<file path="src/rtl/spx_pkg.sv">
package spx_pkg;
    localparam int BYTE_W = 8;

    localparam logic [7:0] ADR_DIR  = 8'h00;
    localparam logic [7:0] ADR_IPOL = 8'h01;
    localparam logic [7:0] ADR_IEN  = 8'h02;
    localparam logic [7:0] ADR_DCMP = 8'h03;
    localparam logic [7:0] ADR_ICTL = 8'h04;
    localparam logic [7:0] ADR_CFG  = 8'h05;
    localparam logic [7:0] ADR_PU   = 8'h06;
    localparam logic [7:0] ADR_PORT = 8'h09;
    localparam logic [7:0] ADR_LAT  = 8'h0A;

    localparam int CFG_SEQDIS = 5;
    localparam int CFG_HAEN   = 3;
    localparam logic [3:0] CTL_TAG = 4'b0100;

    typedef enum logic [1:0] {F_CTRL, F_ADDR, F_DATA, F_SKIP} frame_t;

    typedef struct packed {
        logic [7:0] dir;
        logic [7:0] ipol;
        logic [7:0] ien;
        logic [7:0] dcmp;
        logic [7:0] ictl;
        logic [7:0] cfg;
        logic [7:0] pu;
        logic [7:0] lat;
    } regbank_t;
endpackage

</file>
<file path="src/rtl/spx_sync.sv">
module spx_sync #(
    parameter int W = 1,
    parameter int STAGES = 2,
    parameter logic [W-1:0] RST_VAL = '0
) (
    input  logic         clk,
    input  logic         rst_n,
    input  logic [W-1:0] d,
    output logic [W-1:0] q
);
    logic [STAGES-1:0][W-1:0] pipe_q;

    always_ff @(posedge clk or negedge rst_n) begin
        if (!rst_n) begin
            for (int s = 0; s < STAGES; s++) pipe_q[s] <= RST_VAL;
        end else begin
            pipe_q[0] <= d;
            for (int s = 1; s < STAGES; s++) pipe_q[s] <= pipe_q[s-1];
        end
    end

    assign q = pipe_q[STAGES-1];
endmodule

</file>
<file path="src/rtl/spx_link.sv">
module spx_link
    import spx_pkg::*;
(
    input  logic              clk,
    input  logic              rst_n,
    input  logic              sck_s,
    input  logic              cs_s,
    input  logic              mosi_s,
    input  logic              tx_load,
    input  logic [BYTE_W-1:0] tx_byte,
    output logic              byte_vld,
    output logic [BYTE_W-1:0] rx_byte,
    output logic              miso_bit
);
    localparam int CNT_W = $clog2(BYTE_W);

    typedef struct packed {
        logic              sck;
        logic [CNT_W-1:0]  cnt;
        logic [BYTE_W-1:0] rx;
        logic [BYTE_W-1:0] tx;
        logic              vld;
    } link_t;

    link_t q, d;
    logic rise, fall;

    always_comb begin
        d     = q;
        d.vld = 1'b0;
        d.sck = sck_s;
        rise  = sck_s & ~q.sck;
        fall  = ~sck_s & q.sck;
        if (cs_s) begin
            d.cnt = '0;
        end else begin
            if (rise) begin
                d.rx  = {q.rx[BYTE_W-2:0], mosi_s};
                d.cnt = q.cnt + 1'b1;
                if (q.cnt == CNT_W'(BYTE_W-1)) d.vld = 1'b1;
            end
            if (fall && q.cnt != '0) d.tx = {q.tx[BYTE_W-2:0], 1'b0};
        end
        if (tx_load) d.tx = tx_byte;
    end

    always_ff @(posedge clk or negedge rst_n) begin
        if (!rst_n) q <= '0;
        else        q <= d;
    end

    assign byte_vld = q.vld;
    assign rx_byte  = q.rx;
    assign miso_bit = q.tx[BYTE_W-1];

    AST_ABORT_CLEARS_COUNT: assert property (@(posedge clk) disable iff (!rst_n)
        cs_s |=> (q.cnt == '0));
endmodule

</file>
<file path="src/rtl/spx_regs.sv">
module spx_regs
    import spx_pkg::*;
(
    input  logic              clk,
    input  logic              rst_n,
    input  logic              cs_s,
    input  logic              byte_vld,
    input  logic [BYTE_W-1:0] rx_byte,
    input  logic [2:0]        strap,
    input  logic [BYTE_W-1:0] pins_s,
    output logic              tx_load,
    output logic [BYTE_W-1:0] tx_byte,
    output logic              miso_oe,
    output logic [BYTE_W-1:0] dir,
    output logic [BYTE_W-1:0] lat,
    output logic [BYTE_W-1:0] pu
);
    typedef struct packed {
        frame_t            st;
        logic              rd;
        logic [7:0]        ptr;
        regbank_t          rb;
        logic              ld;
        logic [BYTE_W-1:0] txb;
        logic              oe;
    } regs_t;

    regs_t q, d;
    logic       ctl_ok;
    logic [2:0] my_addr;
    logic [7:0] nxt_ptr;

    function automatic logic [7:0] reg_read(input logic [7:0] a, input regbank_t rb,
                                            input logic [7:0] pins);
        case (a)
            ADR_DIR:  return rb.dir;
            ADR_IPOL: return rb.ipol;
            ADR_IEN:  return rb.ien;
            ADR_DCMP: return rb.dcmp;
            ADR_ICTL: return rb.ictl;
            ADR_CFG:  return rb.cfg;
            ADR_PU:   return rb.pu;
            ADR_PORT: return pins ^ rb.ipol;
            ADR_LAT:  return rb.lat;
            default:  return 8'h00;
        endcase
    endfunction

    always_comb begin
        d       = q;
        d.ld    = 1'b0;
        my_addr = q.rb.cfg[CFG_HAEN] ? strap : 3'b000;
        ctl_ok  = (rx_byte[7:4] == CTL_TAG) && (rx_byte[3:1] == my_addr);
        nxt_ptr = q.rb.cfg[CFG_SEQDIS] ? q.ptr :
                  (q.ptr == ADR_LAT) ? 8'h00 : q.ptr + 8'h01;
        if (cs_s) begin
            d.st = F_CTRL;
            d.oe = 1'b0;
        end else if (byte_vld) begin
            case (q.st)
                F_CTRL: begin
                    d.st = ctl_ok ? F_ADDR : F_SKIP;
                    d.rd = rx_byte[0];
                end
                F_ADDR: begin
                    d.ptr = rx_byte;
                    d.st  = F_DATA;
                    if (q.rd) begin
                        d.ld  = 1'b1;
                        d.txb = reg_read(rx_byte, q.rb, pins_s);
                        d.oe  = 1'b1;
                    end
                end
                F_DATA: begin
                    d.ptr = nxt_ptr;
                    if (q.rd) begin
                        d.ld  = 1'b1;
                        d.txb = reg_read(nxt_ptr, q.rb, pins_s);
                    end else begin
                        case (q.ptr)
                            ADR_DIR:  d.rb.dir  = rx_byte;
                            ADR_IPOL: d.rb.ipol = rx_byte;
                            ADR_IEN:  d.rb.ien  = rx_byte;
                            ADR_DCMP: d.rb.dcmp = rx_byte;
                            ADR_ICTL: d.rb.ictl = rx_byte;
                            ADR_CFG:  d.rb.cfg  = rx_byte;
                            ADR_PU:   d.rb.pu   = rx_byte;
                            ADR_LAT:  d.rb.lat  = rx_byte;
                            default:  ;
                        endcase
                    end
                end
                default: ;
            endcase
        end
    end

    always_ff @(posedge clk or negedge rst_n) begin
        if (!rst_n) begin
            q        <= '0;
            q.st     <= F_CTRL;
            q.rb.dir <= '1;
        end else begin
            q <= d;
        end
    end

    assign tx_load = q.ld;
    assign tx_byte = q.txb;
    assign miso_oe = q.oe;
    assign dir     = q.rb.dir;
    assign lat     = q.rb.lat;
    assign pu      = q.rb.pu;

    AST_QUIET_DESELECTED: assert property (@(posedge clk) disable iff (!rst_n)
        cs_s |=> !q.oe);
    AST_QUIET_ON_WRITE: assert property (@(posedge clk) disable iff (!rst_n)
        (!cs_s && q.st == F_DATA && !q.rd) |=> !q.oe);
    AST_HOLD_NO_BYTE: assert property (@(posedge clk) disable iff (!rst_n)
        !byte_vld |=> $stable(q.rb));
    AST_SKIP_NO_WRITE: assert property (@(posedge clk) disable iff (!rst_n)
        (q.st == F_SKIP) |=> $stable(q.rb));
    AST_SEQ_HOLD: assert property (@(posedge clk) disable iff (!rst_n)
        (byte_vld && !cs_s && q.st == F_DATA && q.rb.cfg[CFG_SEQDIS]) |=> $stable(q.ptr));
    AST_PTR_WRAP: assert property (@(posedge clk) disable iff (!rst_n)
        (byte_vld && !cs_s && q.st == F_DATA && !q.rb.cfg[CFG_SEQDIS] && q.ptr == ADR_LAT)
        |=> (q.ptr == 8'h00));
endmodule

</file>
<file path="src/rtl/spx_top.sv">
module spx_top #(
    parameter int SYNC_STAGES = 2
) (
    input  logic       clk,
    input  logic       rst_n,
    input  logic       spi_sck,
    input  logic       spi_cs_n,
    input  logic       spi_mosi,
    output logic       spi_miso,
    output logic       spi_miso_oe,
    input  logic [2:0] hw_addr,
    input  logic [7:0] gpio_in,
    output logic [7:0] gpio_out,
    output logic [7:0] gpio_oe,
    output logic [7:0] pullup_en
);
    import spx_pkg::*;

    logic [2:0]        spi_s;
    logic [BYTE_W-1:0] pins_s;
    logic              byte_vld, tx_load, miso_bit, oe;
    logic [BYTE_W-1:0] rx_byte, tx_byte, dir;

    spx_sync #(.W(3), .STAGES(SYNC_STAGES), .RST_VAL(3'b010)) u_spi_sync (
        .clk(clk), .rst_n(rst_n),
        .d({spi_sck, spi_cs_n, spi_mosi}), .q(spi_s)
    );

    spx_sync #(.W(BYTE_W), .STAGES(SYNC_STAGES), .RST_VAL('0)) u_pin_sync (
        .clk(clk), .rst_n(rst_n), .d(gpio_in), .q(pins_s)
    );

    spx_link u_link (
        .clk(clk), .rst_n(rst_n),
        .sck_s(spi_s[2]), .cs_s(spi_s[1]), .mosi_s(spi_s[0]),
        .tx_load(tx_load), .tx_byte(tx_byte),
        .byte_vld(byte_vld), .rx_byte(rx_byte), .miso_bit(miso_bit)
    );

    spx_regs u_regs (
        .clk(clk), .rst_n(rst_n), .cs_s(spi_s[1]),
        .byte_vld(byte_vld), .rx_byte(rx_byte), .strap(hw_addr), .pins_s(pins_s),
        .tx_load(tx_load), .tx_byte(tx_byte), .miso_oe(oe),
        .dir(dir), .lat(gpio_out), .pu(pullup_en)
    );

    assign gpio_oe     = ~dir;
    assign spi_miso_oe = oe;
    assign spi_miso    = oe & miso_bit;
endmodule

</file>
<file path="config.mk">
export PLATFORM = sky130hd
export DESIGN_NAME = spx_top
export DESIGN_NICKNAME = d
export VERILOG_FILES = /design/src/rtl/spx_pkg.sv /design/src/rtl/spx_sync.sv /design/src/rtl/spx_link.sv /design/src/rtl/spx_regs.sv /design/src/rtl/spx_top.sv
export SDC_FILE = /design/constraint.sdc
export NUM_CORES = 1
export LEC_CHECK = 0
export ABC_AREA = 1
export BUFFER_PORTS_ARGS = -buffer_cell sky130_fd_sc_hd__buf_4
export CORE_MARGIN = 2
export CORE_UTILIZATION = 59
export CTS_CLUSTER_DIAMETER = 30
export DETAILED_ROUTE_END_ITERATION = 8
export PLACE_DENSITY = 0.76
export SLEW_MARGIN = 20
export SYNTH_ARGS = -nofsm -noshare
export SYNTH_HDL_FRONTEND = slang
export SYNTH_HIERARCHICAL = 1
export SYNTH_SLANG_ARGS = --single-unit
export TNS_END_PERCENT = 30
</file>
<file path="constraint.sdc">
create_clock -name clk -period 2.6 [get_ports clk]
set_clock_uncertainty 0.15 [all_clocks]
set_input_delay 0.13 -clock clk [delete_from_list [all_inputs] [get_ports clk]]
set_output_delay 0.13 -clock clk [all_outputs]
set_load 0.1 [all_outputs]
</file>
Word level (Yosys, flattened, before mapping):

Index checks and enable logic that the tools add are counted.

* add/subtract/negate cells: 2
* equality and inequality tests: 31
* multiplexer cells: 34
* bitwise gates (word level): 9
* reduce and logical (&&, ||, !) cells: 29

Operator list (count)
* case mux 8 bit (9 select lines): 2
* 2-to-1 mux 64 bit: 2
* 2-to-1 mux 8 bit: 12
* 2-to-1 mux 85 bit: 1
* == test 8 x 3 -> 1 bit, second input constant: 9
* == test 8 x 2 -> 1 bit, second input constant: 6
* AND reduction 5 bit: 9
* == test 8 x 4 -> 1 bit, second input constant: 5
* 2-to-1 mux 9 bit: 3
* == test 8 x 1 -> 1 bit, second input constant: 3
* logical NOT 8 bit: 3
* case mux 9 bit (2 select lines): 1
* case mux 8 bit (2 select lines): 1
* nonzero test 2 bit: 6
* 2-to-1 mux 11 bit: 1
* 2-to-1 mux 10 bit: 1
* AND reduction 3 bit: 3
* adder 8 x 1 -> 8 bit, second input constant: 1
* NOT 8 bit: 1
* XOR 8 bit: 1
* 2-to-1 mux 3 bit: 2
* != test 2 x 1 -> 1 bit, second input constant: 3
* AND reduction 2 bit: 3
* nonzero test 3 bit: 2
* 13 further kinds: 24

* bits in registers: 128
* input bits: 16
* output and inout port bits: 26
* logic and storage cells: 128

Longest topological paths before layout:

Gate-level depths: netlist of the first run.

* depth after elaboration: 9
* mapped depth: 16
* depth with buffers taken out: 15

Cells and area by module:

The synthesis of the first run kept the hierarchy.

Modules (own cells, without submodules)
* spx_regs: instances 1, cells an instance 749, area an instance 5382.7 um^2, seq. area each 2137.0 um^2
* spx_link: instances 1, cells an instance 126, area an instance 1018.5 um^2, seq. area each 525.5 um^2
* spx_sync at u_pin_sync: instances 1, cells an instance 24, area an instance 460.4 um^2, seq. area each 400.4 um^2
* spx_sync at u_spi_sync: instances 1, cells an instance 9, area an instance 175.2 um^2, seq. area each 152.6 um^2
* spx_top: instances 1, cells an instance 10, area an instance 37.5 um^2, seq. area each 0.0 um^2

Worst setup path after synthesis of the first run:

OpenSTA, ideal clock, no wires.

* kind: flip-flop to flip-flop
* from: register u_regs/q[74] (netlist bit)
* to: register u_regs.q (netlist bit u_regs/tx_byte[0])
* setup time: 77 ps
* arrival: 1964 ps
* data required time: 2373 ps
* path slack: 409 ps
* cell stages (with the launch flop): 15
* buffers on the path: 0
* period minus slack after synthesis: 2191 ps
* cells stage by stage: dfrtp_1 -> inv_2 -> ha_1 -> nand3_2 -> nor2_2 -> nand2_2 -> nand2_1 -> nand2_2 -> nor2_1 -> nand3_1 -> nand3_1 -> nor2_1 -> nand2_1 -> nand2_1 -> a21oi_1

* longest elaborated chain between the ends: 7
* elaborated cells on any way between the ends: 16
* those cells by class: 1 x add/sub; 9 x eq/ne; 5 x mux; 1 x reduce/logical

Ends and longest elaborated chain
* start, declared: line spx_regs.sv:28 `regs_t q, d;`
* adder 8 x 1 -> 8 bit or == test 8 x 4 -> 1 bit (tied branches): line spx_regs.sv:55 `(q.ptr == ADR_LAT) ? 8'h00 : q.ptr + 8'h01;`
* 2-to-1 mux 8 bit: line spx_regs.sv:55
* 2-to-1 mux 8 bit (*): line spx_regs.sv:54 `nxt_ptr = q.rb.cfg[CFG_SEQDIS] ? q.ptr :`
* == test 8 x 4 -> 1 bit, or another cell as far along: line spx_regs.sv:35 `case (a)`
* case mux 8 bit (9 select lines) (*): line spx_regs.sv:35
* 2-to-1 mux 9 bit (*): line spx_regs.sv:76 `if (q.rd) begin`
* case mux 9 bit (2 select lines) (*): line spx_regs.sv:60 `case (q.st)`

Mark *: on every way between the ends. The rest lies on a longest branch, timed or not. The select of a mux whose other input is x is not followed.
A chain may end at the register's enable or synchronous reset.

Final worst setup path of the first run:

Same ends and word-level chain as after synthesis.

==> metrics, run 1 <==
CP top delay family simple AND/OR/NAND/NOR gates; vias 6660; htree depth 4; top_reg_cell synth dfrtp_1; first-pass GRT wire length 35160 um; CTS buffer count 17; Hold WS 0.02773 ns; IO Count 42; Worst Max-Slew Pin Slew between 0.7 and 0.8 ns; Pre-antenna DRT Iters 5; DRC 0; crit end category flip-flop; vias in the first global route 6516; syn_area_per_cell 7.706 um2; EDFF count, synth 0; Fmax achieved slightly above 400 MHz; cell taking the most area after synthesis dfrtp_1; Final GP Congestion just under 1; Routed WL ~23000 um; final setup fails 0; Std-Cell Rows 39; antenna violations before repair 0; ys async rst share 100.0%; final slew viol count 0; Via density about 6.0; FF-to-FF End u_regs/tx_byte[0]$_DFFE_PN0P_; final-stage net count 983; TritonCTS clock tree yes; Cell Pwr Density a little over 600 nW/um2; die area around 13000 um2; cells taking the most area after synthesis dfrtp_1 42%, nand2_1 12%, nand3_1 6.9%, o21ai_0 6.8%, buf_4 5.7%; Top cell by count, worst path nand2_1; count of different cell masters after synthesis 34; Starting Density 61.17%; Hold Vio Cnt, Final 0; most common cell in the netlist nand2_1; worst path buffer plus inverter count 3; Initial DRC Count 748; crit path time final ~2.5 ns; status completed; Worst Hold Class primary input to asynchronous set/reset pin; ANT cells 0; post-synth net total between 900 and 1000; post-route ant nets 0; fill count between 800 and 900; startpoint types flip-flop; IO Port Bufs roughly 40; Slowest Stage Delay on Critical Path roughly 0.44 ns; Detail Placement HPWL 15340 um; Arr. time, crit path about 2.7 ns; Synth Warn # 6; Die Ht between 100 and 150 um; wire per inst a little over 20 um; gr ovfl total 0; R2R depth 15; die width between 100 and 150 um; Area growth syn-to-layout 16.54%; Leakage 0.003909 uW; Crit-path slowest cell dfrtp_2; clk sinks roughly 130; CP required 2.80 ns; Pwr Total around 5000 uW; VDD IR-drop max 0.6404 mV; Crit Path Category flip-flop to flip-flop; clock root buffer clkbuf_16; Post-Syn Area a little over 7000 um2; setup tns final 0 ns; area share of the largest cell type after synthesis around two fifths; core area about 12000 um2; GRT Util Overall a little over a third; share of layout cells above drive strength 1 between 15 and 20%; clk_lat worst skew ~0.43 ns; Max-Cap Viols 0; RR Startpoint u_regs/q[74]$_DFFE_PN0P_; Clock Path Buffers 2; flop-to-flop setup slack roughly 0.11 ns; Mapped Cells a little over 900; largest net degree at the start of global routing 57; commonest cells in the netlist 229 x nand2_1, 118 x dfrtp_1, 97 x nand3_1, 96 x inv_1, 96 x o21ai_0; CP cell instances ha_1 -> inv_1 -> nor2_4 -> nand2_1 -> xor2_2 -> nand2_1 -> nor2_4 -> buf_4 -> clkbuf_16 -> nand3_1 -> nand2_1 -> nor2_1 -> nand2_1 -> nand2_1 -> a21oi_1; register area share after synthesis between 40% and 50%; final worst path period share between 90% and 100%; crit path max fanout 28; Worst-path clk slew around 0.06 ns; worst rel slew slack roughly 52%; flops & latches, synth around 130
-- final cells by class --
cell class	instances	area (um2)	share of cell area [%]
Timing Repair Buffer	96	858.3	10.41
Clock inverter	14	131.4	1.594
Inverter	101	379.1	4.599
Tap cell	143	178.9	2.170
Clock buffer	18	439.2	5.327
Multi-Input combinational cell	613	3040	36.88
Sequential cell	128	3217	39.02
-- logic make-up (layout without fill, tap and decap cells) --
kind of cell / after synthesis / after routing / synth area share (%)
compound gates: 164 / 164 / 12.47
simple gates: 428 / 428 / 26.34
xor+xnor: 11 / 11 / 1.362
buf+inv: 177 / 229 / 12.61
flops: 128 / 128 / 45.45
fa+ha+maj: 10 / 10 / 1.769
-- where the power goes --
group	total, uW	internal, uW	leakage, uW	switching [uW]
Combinational	553	158	0.00194	395
Sequential	2100	2040	0.00170	63.1
Clock	2320	1350	0.000275	967
Total	4980	3550	0.00391	1430
-- how the worst max path moves through the flow --
stage	depth (start not counted)	from	slack [ns]	endpoint
2_1_floorplan	14	u_regs/q[74]$_DFFE_PN0P_	0.41	u_regs/tx_byte[0]$_DFFE_PN0P_
3_3_place_gp	14	u_regs/q[74]$_DFFE_PN0P_	0.08	u_regs/tx_byte[4]$_DFFE_PN0P_
3_5_place_dp	14	u_regs/q[74]$_DFFE_PN0P_	-0.004	u_regs/tx_byte[6]$_DFFE_PN0P_
4_1_cts	15	u_regs/q[74]$_DFFE_PN0P_	0.004	u_regs/tx_byte[4]$_DFFE_PN0P_
5_1_grt	16	u_regs/q[75]$_DFFE_PN0P_	-0.02	u_regs/tx_byte[4]$_DFFE_PN0P_
6_report	15	u_regs/q[74]$_DFFE_PN0P_	0.11	u_regs/tx_byte[0]$_DFFE_PN0P_
-- sequential cells by signal (all words and copies together), names as in the netlist --
signal,cells
u_regs/lat,8
u_regs/miso_oe,1
u_link/q,11
u_pin_sync/pipe_q,8
u_regs/q,51
u_regs/dir,8
u_spi_sync/pipe_q,3
u_regs/pu,8
u_regs/tx_byte,8
u_link/byte_vld,1
u_spi_sync/q,3
u_pin_sync/q,8
u_link/rx_byte,8
u_link/miso_bit,1
u_regs/tx_load,1
-- routing by layer --
layer	vias up	wire length (um)	track usage, %
met5	-	0	0
met4	0	964	17.97
met3	73	1848	8.183
met1	3179	8982	46.12
li1	3016	-	-
met2	392	10800	59.00
-- what timing repair did --
action | CTS | global route
pin swaps | 0 | 7
resized for setup | 1 | 29
gates cloned | 0 | 2
hold buffers | 13 | 0
buffers inserted | 0 | 9
endpoints found under the setup margin | 1 | 8
hold endpoints to repair | 132 | 0
-- layout by cell type, fill, tap and decap left out, types with 2 or more instances in the layout --
cell type / count
clkbuf_16: 19
buf_4: 76
nor2_2: 8
nor2_4: 10
dfstp_2: 10
dlygate4sd3_1: 13
inv_2: 6
ha_1: 10
nand3_1: 97
a21oi_1: 37
buf_12: 4
o211ai_1: 3
nand2_4: 5
nand2_1: 225
dfrtp_1: 117
nor2_1: 61
clkinv_2: 3
o22ai_1: 20
inv_6: 4
xnor2_1: 7
a41oi_1: 2
inv_1: 95
nand2_2: 5
nand4_1: 10
clkinvlp_4: 3
nand3_2: 2
clkinv_4: 2
nor3_1: 3
xor2_1: 3
o21ai_1: 7
o21ai_0: 88
-- stage by stage --
| stage | util [%] | worst slack, ns | area, um2 | cells |
|---|---|---|---|---|
| after CTS | 69.47 | 0.004258 | 8034 | 1102 |
| after global routing | 71.29 | -0.01815 | 8244 | 1113 |
| after detailed placement | 63.39 | -0.004216 | 7331 | 1057 |
| final | 71.29 | 0.1126 | 8244 | 1113 |
| after floorplan | - | 0.4089 | 7074 | 918 |
| after global placement | 63.39 | 0.07738 | 7331 | 1057 |
-- worst register-to-register path: cells and delay by family (launching register included) --
kind	cells	cell delay [ns]
DFF	1	0.44
AOI/OAI and AO/OA	1	0.13
xor gates and xnor gates	1	0.16
buffers and inverters	3	0.47
adders and majority gates	1	0.23
and+or+nand+nor	9	0.82
No activity file was read; power rests on OpenSTA's default activity.
==> run 2, diff against run 1 <==
- SYNTH_HIERARCHICAL: 1 -> not set
==> metrics, run 2 <==
worst rel slew slack 54.99% (+2.5 points); Die Ht 111.2 um (-2.1%); area share of the largest cell type after synthesis 43.59% (+1.9 points); GRT Util Overall 35.48% (-0.83 points); Max-Cap Viols 0 (unchanged); die width 111.2 um (-2.1%); Clock Path Buffers 2 (unchanged); gr ovfl total 0 (unchanged); DP Cell Count 1031 (-2.5%); Std-Cell Rows 39 (unchanged); most frequent cells in the layout 202 x nand2_1, 117 x dfrtp_1, 114 x o21ai_0, 85 x nand3_1, 79 x inv_1; final-stage net count 954 (-3.0%); Starting Density 59.84% (-1.3 points); VDD IR-drop max 0.6383 mV (-0.32%); Arr. time, crit path 2.72 ns (+0.04 ns); clk sinks 128 (unchanged); cell taking the most area after synthesis dfrtp_1; Mapped Cells 859 (-6.4%); core area 11320 um2 (-2.1%); wire per inst 19.29 um (-5.0%); TritonCTS clock tree yes; Detail Placement HPWL 15100 um (-1.6%); flops & latches, synth 128 (unchanged); ANT cells 0 (unchanged); top_reg_cell synth dfrtp_1; vias 6331 (-4.9%); Hold Vio Cnt, Final 0 (unchanged); final setup fails 0 (unchanged); register area share after synthesis 47.47% (+2.0 points); IO Port Bufs 41 (unchanged); DRC 0 (unchanged); Final WS setup 0.08265 ns (-0.02998 ns); R2R depth 11 (-4); Cell Pwr Density 638.1 nW/um2 (+5.7%); Layout Cells excl Fill 1084 (-2.6%); ys async rst share 100.0% (unchanged); EDFF count, synth 0 (unchanged); Worst Hold Depth 5; Worst Hold Class primary input to flip-flop; Synth Warn # 0 (-6); Post-Syn Area 6774 um2 (-4.2%); Largest regs u_regs.q (51), u_link.q (11); FF-to-FF End u_regs.tx_byte[0]$_DFFE_PN0P_; Worst Max-Slew Pin Slew 0.6752 ns (-0.03539 ns); crit end category flip-flop; syn_area_per_cell 7.886 um2 (+2.3%); most common cell after layout, fill and taps aside nand2_1; max reg flops 51 (unchanged); RR Startpoint u_regs.q[75]$_DFFE_PN0P_; Leakage 0.003709 uW (-5.1%); final worst path period share 96.82% (+1.2 points); clock root buffer clkbuf_16; Placement Setup Slack -0.2383 ns (-0.2341 ns); crit path max fanout 9 (-68%); Crit Path Category flip-flop to flip-flop; die area 12350 um2 (-4.1%); Worst-path clk slew 0.06 ns (about the same); vias in the first global route 6153 (-5.6%); post-synth net total 885 (-6.3%); status completed; count of different cell masters after synthesis 42 (+24%); register with the most flip-flops u_regs.q; clk_lat worst skew 0.42 ns (about the same); Area growth syn-to-layout 20.23%; most common cell in the netlist nand2_1; post-route ant nets 0 (unchanged); crit path time final 2.517 ns (+0.02998 ns); Post-Route Utilization 71.94% (+0.65 points); htree depth 4 (unchanged); Initial DRC Count 737 (-1.5%); Fmax achieved 397.2 MHz (-1.2%); Hold Path End u_regs.q[84]$_DFFE_PN0P_; commonest cells in the netlist 204 x nand2_1, 120 x o21ai_0, 118 x dfrtp_1, 86 x nand3_1, 80 x inv_1; largest net degree at the start of global routing 129 (+130%); startpoint types flip-flop; share of layout cells above drive strength 1 17.32% (+0.31 points); Routed WL 20920 um (-7.4%); IO Count 42 (unchanged); Pre-antenna DRT Iters 5 (unchanged); RSZ-0062 raised after global routing true; first-pass GRT wire length 33550 um (-4.6%); Via density 5.840 (-2.4%); CP required 2.80 ns (about the same); final slew viol count 0 (unchanged); Final GP Congestion 0.9790 (-0.25%); flop-to-flop setup slack 0.08 ns (-0.03 ns); CTS buffer count 17 (unchanged); antenna violations before repair 0 (unchanged); hold path startpoint hw_addr[1]; cells taking the most area after synthesis dfrtp_1 44%, nand2_1 11%, o21ai_0 8.9%, nand3_1 6.4%, inv_1 4.4%
==> run 2: cell types whose count changed after synthesis, moves of 4 or more <==
| cell | previous run | this run |
|---|---|---|
| clkbuf_1 | 12 | 20 |
| o221ai_1 | 0 | 6 |
| o22ai_1 | 20 | 9 |
| inv_1 | 96 | 80 |
| nand2_1 | 229 | 204 |
| buf_2 | 8 | 2 |
| nand4_1 | 10 | 6 |
| a21oi_2 | 0 | 8 |
| buf_4 | 54 | 20 |
| o21ai_0 | 96 | 120 |
| nand3_1 | 97 | 86 |
==> run 2: worst max path at each step <==
stage	end	slack, ns	start	depth (start not counted)
2_1_floorplan	u_regs.tx_byte[0]$_DFFE_PN0P_	0.36	u_regs.q[74]$_DFFE_PN0P_	12
3_3_place_gp	u_regs.tx_byte[0]$_DFFE_PN0P_	-0.24	u_regs.q[31]$_DFFE_PN0P_	13
3_5_place_dp	u_regs.tx_byte[6]$_DFFE_PN0P_	-0.24	u_regs.q[31]$_DFFE_PN0P_	13
4_1_cts	u_regs.tx_byte[6]$_DFFE_PN0P_	0.01	u_regs.q[31]$_DFFE_PN0P_	15
5_1_grt	u_regs.tx_byte[0]$_DFFE_PN0P_	-0.03	u_regs.q[75]$_DFFE_PN0P_	15
6_report	u_regs.tx_byte[0]$_DFFE_PN0P_	0.08	u_regs.q[75]$_DFFE_PN0P_	11
==> run 2: logic make-up (layout without fill, tap and decap cells) <==
kind of cell	Yosys count	count (layout)	synth area share (%)
buffers and inverters	130	212	8.496
AO/OA/AOI/OAI	197	197	16.24
flip-flops	128	128	47.47
XOR/XNOR	8	8	1.034
adder cells (fa/ha/maj)	10	10	1.847
AND/OR/NAND/NOR	386	386	24.92
==> run 2: cell type report <==
| type | count | area (um2) |
|---|---|---|
| Clock buffer | 22 | 474.2 |
| Clock inverter | 10 | 158.9 |
| Fill cell | 869 | 3177 |
| Inverter | 87 | 329.1 |
| Multi-Input combinational cell | 601 | 3020 |
| Sequential cell | 128 | 3217 |
| Tap cell | 143 | 178.9 |
| Timing Repair Buffer | 93 | 765.7 |
==> run 2: what timing repair did <==
item / 4_1_cts / 5_1_grt
setup buffers: 3 / 6
hold endpoints to repair: 129 / 0
hold buffers: 12 / 0
setup endpoints to repair: 8 / 8
pin swaps: 1 / 2
gates resized for setup: 6 / 11
==> run 2: critical path, stage by stage, from the launching register on <==
cell and delay, ns:
dfrtp_1 0.43, inv_1 0.13, ha_1 0.29, nand2_1 0.05, o21ai_1 0.16, nand3_2 0.21
nor2_4 0.25, and2_1 0.17, nor2_1 0.06, a21oi_4 0.28, nand2_1 0.13, a21oi_2 0.14
==> run 2: through the flow <==
stage                     power (uW)  area [um2]  setup TNS [ns]  hold slack (ns)
after CTS                       5190        8063               0           0.1624
after detailed placement        2635        7272         -0.9701          0.09031
after global routing            5333        8144        -0.08760           0.1994
after floorplan                 2343        6774               0          -0.3156
after global placement          2627        7272          -1.174          0.08916
final                           5197        8144               0           0.1811
==> run 2: per-layer routing <==
layer | track usage (%) | share of wire (%) | wire (um)
met2 | 55.21 | 46 | 9641
met3 | 6.452 | 7.0 | 1472
met4 | 16.54 | 4.5 | 935
met5 | 0 | 0 | 0
met1 | 48.73 | 42 | 8865
==> run 2: where the power goes <==
part	leakage, uW	internal [uW]	switching [uW]
registers	0.00170	2040	43.2
logic	0.00171	164	389
clock network	0.000306	1680	882
total	0.00371	3880	1310
